**src/rtl/maf_pkg.sv**
```systemverilog
package maf_pkg;

    // control word bit positions
    localparam int INS_BIT = 31;
    localparam int CHK_BIT = 30;
    localparam int CMP_BIT = 0;

    // register offsets
    localparam int OFS_CTRL   = 0;
    localparam int OFS_SRC_LO = 1;
    localparam int OFS_SRC_HI = 2;
    localparam int OFS_DST_LO = 3;
    localparam int OFS_DST_HI = 4;
    localparam int NUM_REGS   = 5;

    typedef struct packed {
        logic ins_en;
        logic chk_en;
        logic cmp_en;
    } cfg_t;

    // three-way destination verdict
    function automatic logic verdict(cfg_t c, logic eq);
        if (!c.chk_en) return 1'b1;
        if (!c.cmp_en) return 1'b0;
        return eq;
    endfunction

endpackage

```
**src/rtl/maf_regs.sv**
```systemverilog
module maf_regs
    import maf_pkg::*;
#(
    parameter int DATA_W = 32,
    parameter int ADDR_W = 4,
    parameter int WORD_W = 24,
    parameter logic [WORD_W-1:0] SRC_LO_RST = 24'hFF1234,
    parameter logic [WORD_W-1:0] SRC_HI_RST = 24'h0007ED,
    parameter logic [WORD_W-1:0] DST_LO_RST = '0,
    parameter logic [WORD_W-1:0] DST_HI_RST = '0
) (
    input  logic                clk,
    input  logic                rst_n,
    input  logic                wr_en,
    input  logic [ADDR_W-1:0]   addr,
    input  logic [DATA_W-1:0]   wdata,
    output logic [DATA_W-1:0]   rdata,
    output cfg_t                cfg,
    output logic [2*WORD_W-1:0] src_addr,
    output logic [2*WORD_W-1:0] dst_addr
);

    localparam logic [ADDR_W-1:0] A_CTRL = ADDR_W'(OFS_CTRL);
    localparam logic [ADDR_W-1:0] A_SLO  = ADDR_W'(OFS_SRC_LO);
    localparam logic [ADDR_W-1:0] A_SHI  = ADDR_W'(OFS_SRC_HI);
    localparam logic [ADDR_W-1:0] A_DLO  = ADDR_W'(OFS_DST_LO);
    localparam logic [ADDR_W-1:0] A_DHI  = ADDR_W'(OFS_DST_HI);
    localparam logic [ADDR_W-1:0] A_END  = ADDR_W'(NUM_REGS);
    localparam logic [DATA_W-1:0] CTRL_MASK =
        (DATA_W'(1) << INS_BIT) | (DATA_W'(1) << CHK_BIT) | (DATA_W'(1) << CMP_BIT);

    typedef struct packed {
        cfg_t              cfg;
        logic [WORD_W-1:0] src_lo;
        logic [WORD_W-1:0] src_hi;
        logic [WORD_W-1:0] dst_lo;
        logic [WORD_W-1:0] dst_hi;
    } reg_st_t;

    reg_st_t st_d, st_q;

    logic unused_wdata_bits;
    assign unused_wdata_bits = ^wdata;

    always_comb begin
        st_d = st_q;
        if (wr_en) begin
            case (addr)
                A_CTRL: begin
                    st_d.cfg.ins_en = wdata[INS_BIT];
                    st_d.cfg.chk_en = wdata[CHK_BIT];
                    st_d.cfg.cmp_en = wdata[CMP_BIT];
                end
                A_SLO:   st_d.src_lo = wdata[WORD_W-1:0];
                A_SHI:   st_d.src_hi = wdata[WORD_W-1:0];
                A_DLO:   st_d.dst_lo = wdata[WORD_W-1:0];
                A_DHI:   st_d.dst_hi = wdata[WORD_W-1:0];
                default: st_d = st_q;
            endcase
        end
    end

    always_comb begin
        rdata = '0;
        case (addr)
            A_CTRL: begin
                rdata[INS_BIT] = st_q.cfg.ins_en;
                rdata[CHK_BIT] = st_q.cfg.chk_en;
                rdata[CMP_BIT] = st_q.cfg.cmp_en;
            end
            A_SLO:   rdata[WORD_W-1:0] = st_q.src_lo;
            A_SHI:   rdata[WORD_W-1:0] = st_q.src_hi;
            A_DLO:   rdata[WORD_W-1:0] = st_q.dst_lo;
            A_DHI:   rdata[WORD_W-1:0] = st_q.dst_hi;
            default: rdata = '0;
        endcase
    end

    always_ff @(posedge clk or negedge rst_n) begin
        if (!rst_n) begin
            st_q <= '{cfg: '0, src_lo: SRC_LO_RST, src_hi: SRC_HI_RST,
                      dst_lo: DST_LO_RST, dst_hi: DST_HI_RST};
        end else begin
            st_q <= st_d;
        end
    end

    assign cfg      = st_q.cfg;
    assign src_addr = {st_q.src_hi, st_q.src_lo};
    assign dst_addr = {st_q.dst_hi, st_q.dst_lo};


    ctrl_resv_zero_chk: assert property (@(posedge clk) disable iff (!rst_n)
        (addr == A_CTRL) |-> ((rdata & ~CTRL_MASK) == '0));


    unmapped_rd_zero_chk: assert property (@(posedge clk) disable iff (!rst_n)
        (addr >= A_END) |-> (rdata == '0));


    unmapped_wr_ignored_chk: assert property (@(posedge clk) disable iff (!rst_n)
        (wr_en && addr >= A_END) |=> ($stable(cfg) && $stable(src_addr) && $stable(dst_addr)));

endmodule

```
**src/rtl/maf_rx_match.sv**
```systemverilog
module maf_rx_match
    import maf_pkg::*;
#(
    parameter int MAC_W = 48
) (
    input  logic             clk,
    input  logic             rst_n,
    input  logic             rx_sof,
    input  logic             rx_valid,
    input  logic [7:0]       rx_byte,
    input  cfg_t             cfg,
    input  logic [MAC_W-1:0] dst_addr,
    output logic             match,
    output logic             match_vld
);

    localparam int NB    = MAC_W / 8;
    localparam int CNT_W = $clog2(NB + 1);

    typedef struct packed {
        logic [CNT_W-1:0] cnt;
        logic             eq;
        cfg_t             cfg;
        logic [MAC_W-1:0] dst;
        logic             vld;
        logic             match;
    } rx_st_t;

    rx_st_t st_d, st_q;
    logic   sof_now;
    logic   eq_n;

    function automatic logic [7:0] pick(logic [MAC_W-1:0] a, int i);
        return 8'(a >> (8 * (NB - 1 - i)));
    endfunction

    assign sof_now = rx_valid && rx_sof;

    always_comb begin
        st_d = st_q;
        eq_n = 1'b0;
        if (sof_now) begin
            st_d.cfg   = cfg;
            st_d.dst   = dst_addr;
            st_d.eq    = (rx_byte == pick(dst_addr, 0));
            st_d.cnt   = CNT_W'(1);
            st_d.vld   = 1'b0;
            st_d.match = 1'b0;
        end else if (rx_valid && st_q.cnt != '0 && st_q.cnt < CNT_W'(NB)) begin
            eq_n       = st_q.eq && (rx_byte == pick(st_q.dst, int'(st_q.cnt)));
            st_d.eq    = eq_n;
            st_d.cnt   = st_q.cnt + 1'b1;
            if (st_q.cnt == CNT_W'(NB - 1)) begin
                st_d.vld   = 1'b1;
                st_d.match = verdict(st_q.cfg, eq_n);
            end
        end
    end

    always_ff @(posedge clk or negedge rst_n) begin
        if (!rst_n) begin
            st_q <= '0;
        end else begin
            st_q <= st_d;
        end
    end

    assign match     = st_q.match;
    assign match_vld = st_q.vld;


    vld_clear_on_sof_chk: assert property (@(posedge clk) disable iff (!rst_n)
        sof_now |=> !match_vld);


    verdict_hold_chk: assert property (@(posedge clk) disable iff (!rst_n)
        (match_vld && !sof_now) |=> (match_vld && $stable(match)));


    filter_off_pass_chk: assert property (@(posedge clk) disable iff (!rst_n)
        ($rose(match_vld) && !st_q.cfg.chk_en) |-> match);


    rx_snapshot_stable_chk: assert property (@(posedge clk) disable iff (!rst_n)
        !sof_now |=> ($stable(st_q.cfg) && $stable(st_q.dst)));

endmodule

```
**src/rtl/maf_tx_insert.sv**
```systemverilog
module maf_tx_insert
    import maf_pkg::*;
#(
    parameter int MAC_W = 48
) (
    input  logic             clk,
    input  logic             rst_n,
    input  logic             in_sof,
    input  logic             in_valid,
    input  logic [7:0]       in_byte,
    input  cfg_t             cfg,
    input  logic [MAC_W-1:0] src_addr,
    output logic             out_sof,
    output logic             out_valid,
    output logic [7:0]       out_byte
);

    localparam int NB  = MAC_W / 8;
    localparam int LIM = 2 * NB;
    localparam int IW  = $clog2(LIM + 1);

    typedef struct packed {
        logic [IW-1:0]    idx;
        logic             ins;
        logic [MAC_W-1:0] src;
        logic             ov;
        logic             os;
        logic [7:0]       ob;
    } tx_st_t;

    tx_st_t           st_d, st_q;
    logic             sof_now;
    logic [IW-1:0]    cur_idx;
    logic             cur_ins;
    logic [MAC_W-1:0] cur_src;
    logic             in_window;

    function automatic logic [7:0] pick(logic [MAC_W-1:0] a, int i);
        return 8'(a >> (8 * (NB - 1 - i)));
    endfunction

    assign sof_now   = in_valid && in_sof;
    assign cur_idx   = sof_now ? '0 : st_q.idx;
    assign cur_ins   = sof_now ? cfg.ins_en : st_q.ins;
    assign cur_src   = sof_now ? src_addr : st_q.src;
    assign in_window = (cur_idx >= IW'(NB)) && (cur_idx < IW'(LIM));

    always_comb begin
        st_d    = st_q;
        st_d.ov = in_valid;
        st_d.os = sof_now;
        st_d.ob = in_byte;
        if (in_valid) begin
            st_d.ins = cur_ins;
            st_d.src = cur_src;
            if (cur_idx < IW'(LIM)) begin
                st_d.idx = cur_idx + 1'b1;
            end
            if (cur_ins && in_window) begin
                st_d.ob = pick(cur_src, int'(cur_idx) - NB);
            end
        end
    end

    always_ff @(posedge clk or negedge rst_n) begin
        if (!rst_n) begin
            st_q     <= '0;
            st_q.idx <= IW'(LIM);
        end else begin
            st_q <= st_d;
        end
    end

    assign out_sof   = st_q.os;
    assign out_valid = st_q.ov;
    assign out_byte  = st_q.ob;


    valid_follow_chk: assert property (@(posedge clk) disable iff (!rst_n)
        in_valid |=> out_valid);


    idle_follow_chk: assert property (@(posedge clk) disable iff (!rst_n)
        !in_valid |=> !out_valid);


    passthrough_chk: assert property (@(posedge clk) disable iff (!rst_n)
        (in_valid && !cur_ins) |=> (out_byte == $past(in_byte)));


    tx_snapshot_stable_chk: assert property (@(posedge clk) disable iff (!rst_n)
        !sof_now |=> ($stable(st_q.src) && $stable(st_q.ins)));

endmodule

```
**src/rtl/mac_addr_filter_ins.sv**
```systemverilog
module mac_addr_filter_ins
    import maf_pkg::*;
#(
    parameter int ADDR_W = 4,
    parameter int DATA_W = 32,
    parameter int WORD_W = 24
) (
    input  logic              clk,
    input  logic              rst_n,
    input  logic              reg_wr_en,
    input  logic [ADDR_W-1:0] reg_addr,
    input  logic [DATA_W-1:0] reg_wdata,
    output logic [DATA_W-1:0] reg_rdata,
    input  logic              rx_sof,
    input  logic              rx_valid,
    input  logic [7:0]        rx_byte,
    output logic              rx_match,
    output logic              rx_match_vld,
    input  logic              tx_in_sof,
    input  logic              tx_in_valid,
    input  logic [7:0]        tx_in_byte,
    output logic              tx_out_sof,
    output logic              tx_out_valid,
    output logic [7:0]        tx_out_byte
);

    localparam int MAC_W = 2 * WORD_W;

    cfg_t             cfg;
    logic [MAC_W-1:0] src_addr;
    logic [MAC_W-1:0] dst_addr;

    maf_regs #(
        .DATA_W (DATA_W),
        .ADDR_W (ADDR_W),
        .WORD_W (WORD_W)
    ) u_regs (
        .clk      (clk),
        .rst_n    (rst_n),
        .wr_en    (reg_wr_en),
        .addr     (reg_addr),
        .wdata    (reg_wdata),
        .rdata    (reg_rdata),
        .cfg      (cfg),
        .src_addr (src_addr),
        .dst_addr (dst_addr)
    );

    maf_rx_match #(
        .MAC_W (MAC_W)
    ) u_rx (
        .clk       (clk),
        .rst_n     (rst_n),
        .rx_sof    (rx_sof),
        .rx_valid  (rx_valid),
        .rx_byte   (rx_byte),
        .cfg       (cfg),
        .dst_addr  (dst_addr),
        .match     (rx_match),
        .match_vld (rx_match_vld)
    );

    maf_tx_insert #(
        .MAC_W (MAC_W)
    ) u_tx (
        .clk       (clk),
        .rst_n     (rst_n),
        .in_sof    (tx_in_sof),
        .in_valid  (tx_in_valid),
        .in_byte   (tx_in_byte),
        .cfg       (cfg),
        .src_addr  (src_addr),
        .out_sof   (tx_out_sof),
        .out_valid (tx_out_valid),
        .out_byte  (tx_out_byte)
    );

endmodule

```
**config.mk**
```make
export PLATFORM = sky130hd
export DESIGN_NAME = mac_addr_filter_ins
export DESIGN_NICKNAME = d
export VERILOG_FILES = /design/src/rtl/maf_pkg.sv /design/src/rtl/maf_regs.sv /design/src/rtl/maf_rx_match.sv /design/src/rtl/maf_tx_insert.sv /design/src/rtl/mac_addr_filter_ins.sv
export SDC_FILE = /design/constraint.sdc
export NUM_CORES = 1
export LEC_CHECK = 0
export BUFFER_PORTS_ARGS = -buffer_cell sky130_fd_sc_hd__buf_2
export CORE_MARGIN = 2
export CORE_UTILIZATION = 32
export CTS_CLUSTER_DIAMETER = 200
export DETAILED_ROUTE_END_ITERATION = 10
export REMOVE_ABC_BUFFERS = 1
export SKIP_LAST_GASP = 1
export SLEW_MARGIN = 20
export SYNTH_ARGS = -nofsm -noshare
export SYNTH_HDL_FRONTEND = slang
export SYNTH_HIERARCHICAL = 1
export SYNTH_SLANG_ARGS = --single-unit
export TNS_END_PERCENT = 30
```
**constraint.sdc**
```tcl
create_clock -name clk -period 6.7 [get_ports clk]
set_input_delay 0.335 -clock clk [delete_from_list [all_inputs] [get_ports clk]]
set_output_delay 0.335 -clock clk [all_outputs]
set_load 0.01 [all_outputs]
```
Word level (Yosys, flattened, before mapping):

Cells that the tools add are included.

* register bits: 218
* input port bits: 59
* output and inout port bits: 44

* order comparisons: 3
* eq/ne operators: 7
* shift operators: 2
* mux-type cells: 26
* reductions and logical operators: 18
* add/subtract/negate cells: 5

Operators by type and width (count)
* >> shifter 48 x 32 -> 8 bit: 2
* one-hot mux 23 bit (4 select lines): 1
* two-way mux 48 bit: 1
* subtractor 4 x 29 -> 29 bit (first input constant): 1
* == test 8 bit: 2
* two-way mux 8 bit: 2
* two-way mux 1 bit: 14
* AND reduction 2 bit: 7
* two-way mux 4 bit: 3
* == test 4 x 2 -> 1 bit (second input constant): 2
* two-way mux 2 bit: 4
* logical AND 1 bit: 7
* one-hot mux 1 bit (5 select lines): 1
* subtractor 4 x 3 -> 5 bit (second input constant): 1
* adder 4 x 1 -> 4 bit (second input constant): 1
* == test 4 x 1 -> 1 bit (second input constant): 1
* == test 4 x 3 -> 1 bit (second input constant): 1
* greater-or-equal comparator 4 x 3 -> 1 bit (second input constant): 1
* logical NOT 4 bit: 1
* less-than comparator 4 bit (second input constant): 1
* nonzero test 2 bit: 2
* subtractor 3 x 3 -> 4 bit (first input constant): 1
* adder 3 x 1 -> 3 bit (second input constant): 1
* == test 3 bit (second input constant): 1
* 2 further kinds: 2

Logic depth before layout (Yosys ltp):

Gate-level depths: netlist (run 1).

* depth after elaboration: 14
* mapped depth: 10

Modules after synthesis:

Netlist (run 1), hierarchy kept.

By module, submodules not included
* maf_regs: times used 1, cells an instance 315, sequential area each 2504.9 µm², area each 4428.0 µm²
* maf_tx_insert: times used 1, cells an instance 321, sequential area each 1579.0 µm², area each 3070.4 µm²
* maf_rx_match: times used 1, cells an instance 219, sequential area each 1401.3 µm², area each 2817.7 µm²

Least setup slack after synthesis (run 1):

OpenSTA, ideal clock, no wires.

* kind: register -> register
* from: register u_rx/st_q[55] (netlist name)
* to: register u_rx.st_q, in the netlist u_rx/match
* setup slack: 4029 ps
* period minus slack after synthesis: 2671 ps
* arrival: 2590 ps
* cell stages (with the launch flop): 11
* library setup time: 81 ps
* cell sequence: dfrtp_1 inv_1 ha_1 buf_6 or3b_1 clkbuf_1 o22ai_1 o21ai_0 a221o_1 or4_4 a31oi_2

* cells in the longest elaborated chain, start to end: 9
* elaborated cells between the ends (all ways): 17
* classes of those cells: 1 x add/sub; 1 x order compare; 2 x eq/ne; 1 x shift; 5 x mux; 7 x reduce/logical

RTL lines
* start, declared: RTL line maf_rx_match.sv:29 `rx_st_t st_d, st_q;`
* start signal, assigned: RTL line maf_rx_match.sv:64 `st_q <= st_d;`
* subtractor 3 x 3 -> 4 bit: RTL line maf_rx_match.sv:34 `return 8'(a >> (8 * (NB - 1 - i)));`
* >> shifter 48 x 32 -> 8 bit: RTL line maf_rx_match.sv:34
* == test 8 bit: RTL line maf_rx_match.sv:50 `eq_n = st_q.eq && (rx_byte == pick(st_q.dst, int'(st_q.cnt)));`
* logical AND 1 bit: RTL line maf_rx_match.sv:50
* two-way mux 1 bit: RTL line maf_pkg.sv:26 `return eq;`
* two-way mux 1 bit: RTL line maf_pkg.sv:25 `if (!c.cmp_en) return 1'b0;`
* two-way mux 2 bit: RTL line maf_rx_match.sv:53 `if (st_q.cnt == CNT_W'(NB - 1)) begin`
* two-way mux 2 bit: RTL line maf_rx_match.sv:49 `end else if (rx_valid && st_q.cnt != '0 && st_q.cnt < CNT_W'(NB)) begin`
* two-way mux 2 bit: RTL line maf_rx_match.sv:42 `if (sof_now) begin`

Parallel ways exist; a longest one is shown, timed or not. The select of a mux whose other input is x is not followed.
A chain may end at the register's enable or synchronous reset.

Worst setup path after layout (run 1):

Same ends and word-level chain as after synthesis.

==> flow_summary.yaml, run 1 <==
worst_setup_path:
  path_cells: "inv_1 > ha_1 > or3b_1 > o22ai_1 > or3_1 > a221o_1 > or4_4 > a31oi_2"
  worst_path_dominant_cell_family: "simple AND/OR/NAND/NOR gates"
  cp_max_fo: 18
  worstPathArrival_ps: 3960
  crit_type: "flop to flop"
  critPathCaptureType: "flop"
  crit_required_ps: 7130
  critPathLaunchType: "flop"
  crit_buf_inv: 1
  crit_slowest_cell: "ha_1"
  cpPeakStageDelay_ps: 960
drt:
  avgViaCountPerCell: 5.12
  wl_per_cell_microns: 18.9
  dr.pass1.iters: 6
  wirelength_microns: 25400
  ant_nets: 0
  dr_total_vias: 6877
  drc: 0
  drt_iter0_drc: 572
logic_synthesis:
  synth.avg_cell_area_sq_um: 12.1
  synth_top_area_share: 0.471
  synth_ff_type: "dfrtp_1"
  synthCells: 855
  yosys_warnings: 6
  seq_area_frac_synth: 0.532
  ys_ff_latch: 218
  synth_edf_count: 0
  yosysUniqueCellTypes: 64
  async_flop_share: 1.00
  synthTopCellsByArea: "dfrtp_1 (47%), mux2_2 (17%), dfstp_2 (6.1%)"
  synth_area_sq_mm: 0.0103
  synth_top_area_cell: "dfrtp_1"
layout:
  layout-drive-gt1-share: 0.363
  utilization: 0.372
  layout.cells.non_filler: 1342
  insertedDiodeCount: 0
  fillCellCount: 3101
  syn2layout_area_growth_pct: 14.2
  final_nets: 987
pwr:
  leakagePower_nw: 5.46
  p_sw_frac: 0.296
  peakVddDrop_mv: 0.149
  p_comb_frac: 0.229
  seqPwrFrac: 0.458
  power_density_mw_per_mm2: 361
  p_int_w: 0.00299
  net-switching-power_w: 0.00126
  p_clk_frac: 0.313
floorplanning:
  floorplan.initialDensity: 0.326
  die_h_microns: 184
  num_rows: 65
  die_x_microns: 184
  dieArea_sq_mm: 0.0337
  core_sq_mm: 0.0316
  io_pins: 103
flow_run:
  drv_cap: 0
sta:
  maxSlewViolCount: 0
  rsz0062_at_grt: "false"
  skew_ps: 6.56
  setup_tns_ps: 0
  setup_viol: 0
  finalCritPeriodShare: 0.527
  min_period_ps: 3530
  max_freq_mhz: 283
  slew_headroom: 0.333
  final-hold-violation-count: 0
  fin_ws_ps: 3170
  worst_pin_slew_ps: 1000
placement:
  gp_congestion: 0.763
  placed_cells: 1297
  dp_hpwl_microns: 16500
  pre_cts_ws_ps: 3200
  port_buffers: 90
clock_tree:
  cts.reportedPaths.clkPinSlew_ps: 60
  cts_tree: "built"
  cts_buffer_depth: 3
  postCtsResizedCells: 0
  numCtsBuffers: 24
  root_buffer: "clkbuf_16"
  insertion_delay_ps: 510
  clkSinkCount: 218
  htreeDepth: 1
grt:
  grt_max_degree: 92
  grt_pass1_wl_microns: 40700
  grt-ovfl-total: 0
  grt_usage: 0.154
  grt_pass1_vias: 7012
  antenna_found_initial: 0
worst_hold_path:
  hold_class: "primary input to flop"
outcome:
  outcome: "complete, no violations"
==> area by class of cell <==
class                           count  area [sq um]  area share
Sequential cell                   218          5490       0.466
Multi-Input combinational cell    571          4420       0.375
Clock buffer                       35           703      0.0597
Timing Repair Buffer              101           546      0.0463
Tap cell                          402           503      0.0427
Clock inverter                      9          97.6     0.00829
Inverter                            6          22.5     0.00191
==> final timing paths <==
path / slack [ps] / cells past startpoint / to / startpoint
max: 3170 / 8 / u_rx/match / u_rx/st_q[55]
min: 60 / 2 / u_regs/cfg[2] / reg_wdata[31]
max reg2reg: 3170 / 8 / u_rx/match / u_rx/st_q[55]
min reg2reg: 470 / 2 / u_tx/st_q[12] / u_tx/st_q[12]
max in group asynchronous: 4830 / 3 / u_rx/st_q[13] / rst_n
min in group asynchronous: 440 / 2 / u_regs/src_addr[36] / rst_n
==> synthesized netlist by cell type, types with 3 or more instances <==
master    count
o22ai_1       8
xor2_1        3
o21ai_1       5
clkbuf_1     19
mux2i_1      29
a21o_1        7
o21a_1        4
ha_1          6
nor3_1        6
dfstp_2      24
or3_1         3
a22oi_1      47
mux2_1        3
nand4_1       3
nor2b_1       4
and3b_2       3
buf_4        16
nor3b_1       3
mux4_1        5
inv_1         5
dfrtp_1     194
o21ai_0      27
o211ai_1      7
nor2_1       12
nand2_1     166
and3_1        5
clkbuf_8      3
xnor2_1       9
a21oi_1      10
buf_6         9
mux2_2      152
buf_2        17
==> placed cells by master, fill, tap and decap left out, drive strengths merged, types with 3 or more instances in the layout <==
| master | n |
|---|---|
| nor2b | 4 |
| nor2 | 12 |
| o21a | 4 |
| dfstp | 24 |
| nand4 | 3 |
| inv | 6 |
| buf | 100 |
| ha | 6 |
| o211ai | 7 |
| clkbuf | 35 |
| xor2 | 3 |
| xnor2 | 9 |
| nor3 | 6 |
| a21o | 7 |
| nand2 | 168 |
| and3 | 5 |
| a22oi | 47 |
| mux2 | 157 |
| and3b | 3 |
| o22ai | 8 |
| nor3b | 4 |
| clkinv | 6 |
| mux2i | 29 |
| mux4 | 7 |
| o21ai | 33 |
| a21oi | 10 |
| dfrtp | 194 |
| or3 | 3 |
| conb | 6 |
==> registers in the layout, indices dropped and copies added, names as in the netlist, 3 cells and up <==
signal / flops
u_tx/out_byte: 8
u_regs/src_addr: 48
u_tx/st_q: 53
u_regs/cfg: 3
u_regs/dst_addr: 48
u_rx/st_q: 54
==> cells by family after synthesis <==
group | share of synthesized area
mux | 0.217
other cells | 0.000364
flops | 0.532
compound gates | 0.0873
simple gates | 0.101
xor+xnor | 0.0102
fa+ha+maj | 0.00728
buf+inv | 0.0448
==> per-layer routing <==
layer	vias up	track usage	part of all wire
met5	-	0	0
met4	0	0.0371	0.015
met3	30	0.0220	0.043
met2	175	0.256	0.48
met1	3513	0.213	0.47
li1	3159	-	-
==> per-stage QoR <==
| step | cell area, sq um | hold WS [ps] | power, W |
|---|---|---|---|
| detailed placement | 11000 | 403 | 0.00294 |
| CTS | 11800 | 40.4 | 0.00428 |
| finish | 11800 | 56.2 | 0.00425 |
| global placement | 11000 | 399 | 0.00291 |
| floorplan | 9900 | 39.4 | 0.00261 |
| global route | 11800 | 44.7 | 0.00450 |
==> worst register-to-register path, stage by stage, from the launching register on <==
cell,delay (ps)
dfrtp_1,510
inv_1,110
ha_1,960
or3b_1,410
o22ai_1,150
or3_1,340
a221o_1,350
or4_4,450
a31oi_2,180
==> power groups by stage <==
stage	combinational, W	sequential, W	clock (W)
finish	0.000972	0.00195	0.00133
global route	0.00108	0.00200	0.00141
CTS	0.000978	0.00195	0.00136
detailed placement	0.000972	0.00197	0
global placement	0.000949	0.00196	0
floorplan	0.000734	0.00187	0
==> repair_timing <==
action | CTS | global route
hold endpoints to repair | 78 | 0
hold buffers | 1 | 0
setup endpoints to repair | 0 | 0
buffers inserted | 0 | 0
Note: power is estimated with default switching activity, not from simulation.
==> run 2, diff against run 1 <==
--- a/config.mk
+++ b/config.mk
@@ -5,6 +5,7 @@
 export SDC_FILE = /design/constraint.sdc
 export NUM_CORES = 1
 export LEC_CHECK = 0
+export ABC_AREA = 1
 export BUFFER_PORTS_ARGS = -buffer_cell sky130_fd_sc_hd__buf_2
 export CORE_MARGIN = 2
 export CORE_UTILIZATION = 32
==> constraint.sdc (replaced) <==
create_clock -name clk -period 3.17 [get_ports clk]
set_input_delay 0.1585 -clock clk [delete_from_list [all_inputs] [get_ports clk]]
set_output_delay 0.1585 -clock clk [all_outputs]
set_load 0.01 [all_outputs]
==> flow_summary.yaml, run 2 <==
outcome:
  outcome: "complete, no violations"
sta:
  setup_tns_ps: 0
  slew_headroom: 0.427
  skew_ps: 7.66
  worst_hold_slack_ps: 83.1
  min_period_ps: 2590
  maxSlewViolCount: 0
  rsz0062_at_grt: "false"
  final-hold-violation-count: 0
  worst_pin_slew_ps: 858
  finalCritPeriodShare: 0.816
  max_freq_mhz: 387
  setup_viol: 0
logic_synthesis:
  synth_top_area_share: 0.448
  async_flop_share: 1.00
  synthCells: 1361
  synth_ff_type: "dfrtp_1"
  synth_area_sq_mm: 0.0108
  synth.avg_cell_area_sq_um: 7.96
  yosysMostFrequentCell: "nand2_1"
  yosys_warnings: 6
  yosys-top-cells-count: "nand2_1 (526), dfrtp_1 (194), nand3_1 (151)"
  ys_ff_latch: 218
  yosysUniqueCellTypes: 42
  synth_top_area_cell: "dfrtp_1"
  synth_edf_count: 0
  seq_area_frac_synth: 0.506
  synthTopCellsByArea: "dfrtp_1 (45%), nand2_1 (18%), nand3_1 (7.0%)"
pwr:
  p_sw_frac: 0.336
  p_clk_frac: 0.332
  net-switching-power_w: 0.00300
  power_w: 0.00893
  p_int_w: 0.00593
  p_comb_frac: 0.239
  power_density_mw_per_mm2: 703
  leakagePower_nw: 6.42
  peakVddDrop_mv: 0.397
  seqPwrFrac: 0.428
clock_tree:
  numCtsBuffers: 26
  cts.reportedPaths.clkPinSlew_ps: 50
  root_buffer: "clkbuf_16"
  postCtsResizedCells: 0
  cts_buffer_depth: 3
  cts_tree: "built"
  clkSinkCount: 218
  insertion_delay_ps: 530
  htreeDepth: 1
grt:
  grt-ovfl-total: 0
  grt_pass1_vias: 9042
  antenna_found_initial: 0
  grt_usage: 0.171
  grt_pass1_wl_microns: 49000
  grt_max_degree: 104
worst_setup_path:
  crit_required_ps: 3630
  critPathLaunchType: "flop"
  critPathCaptureType: "flop"
  crit_type: "flop to flop"
  reg2regPathDepth: 15
  worstPathArrival_ps: 3050
  cp_max_fo: 12
drt:
  wirelength_microns: 30400
  drc: 0
  dr.pass1.iters: 5
  drt_iter0_drc: 825
  avgViaCountPerCell: 4.93
  ant_nets: 0
  wl_per_cell_microns: 15.9
  dr_total_vias: 9457
placement:
  port_buffers: 90
  gp_congestion: 0.887
  placed_area_sq_mm: 0.0115
  dp_hpwl_microns: 21100
layout:
  max_flop_register: "u_rx/st_q"
  utilization: 0.380
  layout-drive-gt1-share: 0.146
  syn2layout_area_growth_pct: 17.2
  final_cell_mix: "nand2_1 (526), dfrtp_1 (194), nand3_1 (151)"
  largest_register_ffs: 54
  final_area_sq_mm: 0.0127
  final_nets: 1515
  layout_commonest_cell: "nand2_1"
  reg.largest.list: "u_rx/st_q (54), u_tx/st_q (53)"
  insertedDiodeCount: 0
floorplanning:
  die_h_microns: 188
  io_pins: 103
  core_sq_mm: 0.0334
  num_rows: 67
  floorplan.initialDensity: 0.324
  dieArea_sq_mm: 0.0353
  die_x_microns: 188
flow_run:
  drv_cap: 0
worst_hold_path:
  min_path_cells: 6
  hold_class: "primary input to flop"
==> run 2: cells by family (layout without fill, tap and decap cells) <==
kind of cell             after synthesis  count (layout)  share of synthesized area
AO/OA/AOI/OAI                        189             189                     0.0975
XOR/XNOR                               5               5                    0.00404
adder cells (fa/ha/maj)                6               6                    0.00693
buffers and inverters                182             286                     0.0840
flip-flops                           218             218                      0.506
other                                  1               6                   0.000346
AND/OR/NAND/NOR                      760             760                      0.301
==> run 2: cell type report <==
cell class	instances	area, sq um
Timing Repair Buffer	148	1020
Sequential cell	218	5490
Tap cell	448	561
Inverter	90	338
Fill cell	3457	20700
Clock inverter	9	101
Clock buffer	39	741
Multi-Input combinational cell	966	4460
==> run 2: per-stage QoR <==
stage / cells / setup WS [ps]
2_1_floorplan: 1274 / 745
3_3_place_gp: 1832 / 655
3_5_place_dp: 1832 / 618
4_1_cts: 1918 / 603
5_1_grt: 1918 / 355
6_report: 1918 / 584
==> run 2: critical path, cell delays in order (launching register included) <==
cell and delay [ps]:
dfrtp_1 400, inv_1 350, ha_1 480, inv_2 250, nand3_1 100, nand2_1 70, nand2_1 50, nand2_1 70
nand2_1 80, nand2_1 80, nand2_1 50, nor2_1 100, nand2_1 70, nor2_2 120, nand3_1 110, a21oi_2 140
==> run 2: power by group through the flow <==
| stage | clock network (W) | logic, W | registers (W) |
|---|---|---|---|
| finish | 0.00297 | 0.00214 | 0.00382 |
| global route | 0.00314 | 0.00247 | 0.00390 |
| CTS | 0.00304 | 0.00213 | 0.00383 |
| detailed placement | 0 | 0.00209 | 0.00388 |
| global placement | 0 | 0.00205 | 0.00387 |
| floorplan | 0 | 0.00143 | 0.00375 |
==> run 2: worst paths after layout <==
kind / start / end / slack [ps]
max reg2reg: u_rx/st_q[55] / u_rx/st_q[53] / 580
min: rx_byte[6] / u_rx/st_q[53] / 80
max in group asynchronous: rst_n / u_regs/src_addr[5] / 2020
min in group asynchronous: rst_n / u_tx/st_q[23] / 270
max: u_rx/st_q[55] / u_rx/st_q[53] / 580
min reg2reg: u_tx/st_q[55] / u_tx/st_q[55] / 470
==> run 2: layer usage <==
metal | up-vias | wire length (microns) | track usage
met2 | 254 | 13600 | 0.268
met3 | 38 | 1760 | 0.0283
met1 | 4610 | 14400 | 0.247
met5 | - | 82 | 0.0179
met4 | 2 | 612 | 0.0394
li1 | 4553 | - | -
==> run 2: timing repair <==
action,4_1_cts,5_1_grt
hold buffers,38,0
setup buffers,0,0
endpoints found under the hold margin,201,0
==> run 3, diff against run 2 <==
==> constraint.sdc (replaced) <==
create_clock -name clk -period 2.55 [get_ports clk]
set_input_delay 0.1275 -clock clk [delete_from_list [all_inputs] [get_ports clk]]
set_output_delay 0.1275 -clock clk [all_outputs]
set_load 0.01 [all_outputs]
==> flow_summary.yaml, run 3 (synthesis results as in run 2) <==
drt:
  avgViaCountPerCell: 4.91
  top_layer: "met4"
  wirelength_microns: 30700
  met1_length_microns: 14800
  drt_iter0_drc: 865
  drc: 0
  met2_length_microns: 13900
  ant_nets: 0
  wl_met3_microns: 1560
  dr.pass1.iters: 5
  dr_total_vias: 9454
  wl_per_cell_microns: 15.9
pwr:
  p_sw_frac: 0.335
  leakagePower_nw: 6.48
  p_clk_frac: 0.334
  seqPwrFrac: 0.425
  peakVddDrop_mv: 0.490
  power_density_mw_per_mm2: 873
  p_int_w: 0.00743
  p_comb_frac: 0.241
  net-switching-power_w: 0.00375
sta:
  worst_pin_slew_ps: 690
  finalCritPeriodShare: 0.866
  skew_ps: 21.4
  max_freq_mhz: 453
  setup_tns_ps: 0
  rsz0062_at_grt: "false"
  final-hold-violation-count: 0
  fin_ws_ps: 342
  min_period_ps: 2210
  maxSlewViolCount: 0
  setup_viol: 0
  slew_headroom: 0.539
  worst_hold_slack_ps: 43.4
layout:
  layout.cells.non_filler: 1927
  largest_register_ffs: 54
  utilization: 0.383
  insertedDiodeCount: 0
  fillCellCount: 3487
  layout_commonest_cell: "nand2_1"
  final_cell_mix: "nand2_1 (526), dfrtp_1 (194), nand3_1 (151)"
  final_nets: 1524
  syn2layout_area_growth_pct: 18.1
  multiInputGateArea_sq_mm: 0.00446
  reg.largest.list: "u_rx/st_q (54), u_tx/st_q (53)"
  layout-drive-gt1-share: 0.153
  max_flop_register: "u_rx/st_q"
  seq_area_sq_mm: 0.00549
flow_run:
  drv_cap: 0
worst_setup_path:
  worst-r2r-setup-slack_ps: 340
  cp_max_fo: 6
  crit_required_ps: 3020
  critPathCaptureType: "flop"
  cpPeakStageDelay_ps: 460
  worst_path_dominant_cell_family: "simple AND/OR/NAND/NOR gates"
  timing.rr.end: "u_rx/match"
  reg2regPathDepth: 15
  path_cells: "inv_1 > ha_1 > buf_4 > nand3_1 > nand2_1 > nand2_1 > nand2_1 > nand2_1 > nand2_1 > nand2_1 > nor2_1 > nand2_1 > nor2_2 > nand3_1 > a21oi_2"
  critPathLaunchType: "flop"
  crit_slowest_cell: "ha_1"
  crit_type: "flop to flop"
  regToRegStartpoint: "u_rx/st_q[55]"
  cp_common_cell: "nand2_1"
  worstPathArrival_ps: 2680
  crit_buf_inv: 2
floorplanning:
  floorplan.initialDensity: 0.324
  die_x_microns: 188
  core_sq_mm: 0.0334
  die_h_microns: 188
  io_pins: 103
  num_rows: 67
  dieArea_sq_mm: 0.0353
clock_tree:
  clkSinkCount: 218
  htreeDepth: 1
  cts_tree: "built"
  cts_buffer_depth: 3
  numCtsBuffers: 26
  post_cts_buffers: 0
  insertion_delay_ps: 530
  cts.reportedPaths.clkPinSlew_ps: 60
  root_buffer: "clkbuf_16"
placement:
  dp_hpwl_microns: 21500
  placed_cells: 1841
  gp_congestion: 0.895
  port_buffers: 90
  pre_cts_ws_ps: 405
worst_hold_path:
  min_from: "rx_byte[3]"
  hold_path_end: "u_rx/st_q[53]"
  hold_class: "primary input to flop"
  min_path_cells: 6
outcome:
  outcome: "complete, no violations"
grt:
  grt-ovfl-total: 0
  grt_pass1_wl_microns: 49800
  grt_max_degree: 69
  grt_pass1_vias: 9264
  grt_usage: 0.173
  antenna_found_initial: 0
==> run 3: cell types whose count changed in the layout (fill, tap and decap cells not counted), sizes merged <==
cell	change
clkbuf	-3
clkinv	+2
clkinvlp	+1
buf	+9
==> run 3: power groups by stage <==
stage               Clock [W]  Sequential (W)  Combinational, W
floorplan                   0         0.00466           0.00178
global placement            0         0.00481           0.00257
detailed placement          0         0.00482           0.00263
CTS                   0.00383         0.00476           0.00270
global route          0.00394         0.00485           0.00312
finish                0.00373         0.00475           0.00270
==> run 3: how the worst max path moves through the flow <==
stage,startpoint,to,slack (ps),depth (start not counted)
floorplan,rx_valid,u_rx/st_q[54],160,4
global placement,u_rx/st_q[55],u_rx/match,430,15
detailed placement,u_rx/st_q[55],u_rx/st_q[53],410,15
CTS,u_rx/st_q[55],u_rx/match,380,15
global route,u_rx/st_q[55],u_rx/match,120,15
finish,u_rx/st_q[55],u_rx/match,340,15
==> run 3: tightest hold or removal path, cell delays in order <==
cell      delay [ps]
buf_2            110
nand2_1           70
o211ai_2          60
nor2_2            50
nand3_1           80
a21oi_2           50
==> run 3: repair_timing <==
| item | 4_1_cts | 5_1_grt |
|---|---|---|
| gates resized for setup | 0 | 0 |
| endpoints found under the hold margin | 176 | 0 |
| hold buffers | 38 | 0 |
==> run 3: layer usage <==
metal  vias to the layer above  GRT usage
met5                         -          0
met4                         0     0.0297
met3                        33     0.0200
met2                       275      0.275
met1                      4568      0.257
li1                       4578          -
==> run 3: layout make-up <==
cell class                 count  share of cell area
clock buffer                  36              0.0578
clock inverter                12             0.00929
inverter                      90              0.0264
multi-input combinational    966               0.348
sequential                   218               0.429
tap                          448              0.0438
timing repair buffer         157              0.0857
==> run 3: stage by stage <==
| step | power, W | instance area (sq um) |
|---|---|---|
| floorplan | 0.00644 | 10300 |
| global placement | 0.00739 | 11600 |
| detailed placement | 0.00746 | 11600 |
| CTS | 0.0113 | 12800 |
| global route | 0.0119 | 12800 |
| finish | 0.0112 | 12800 |
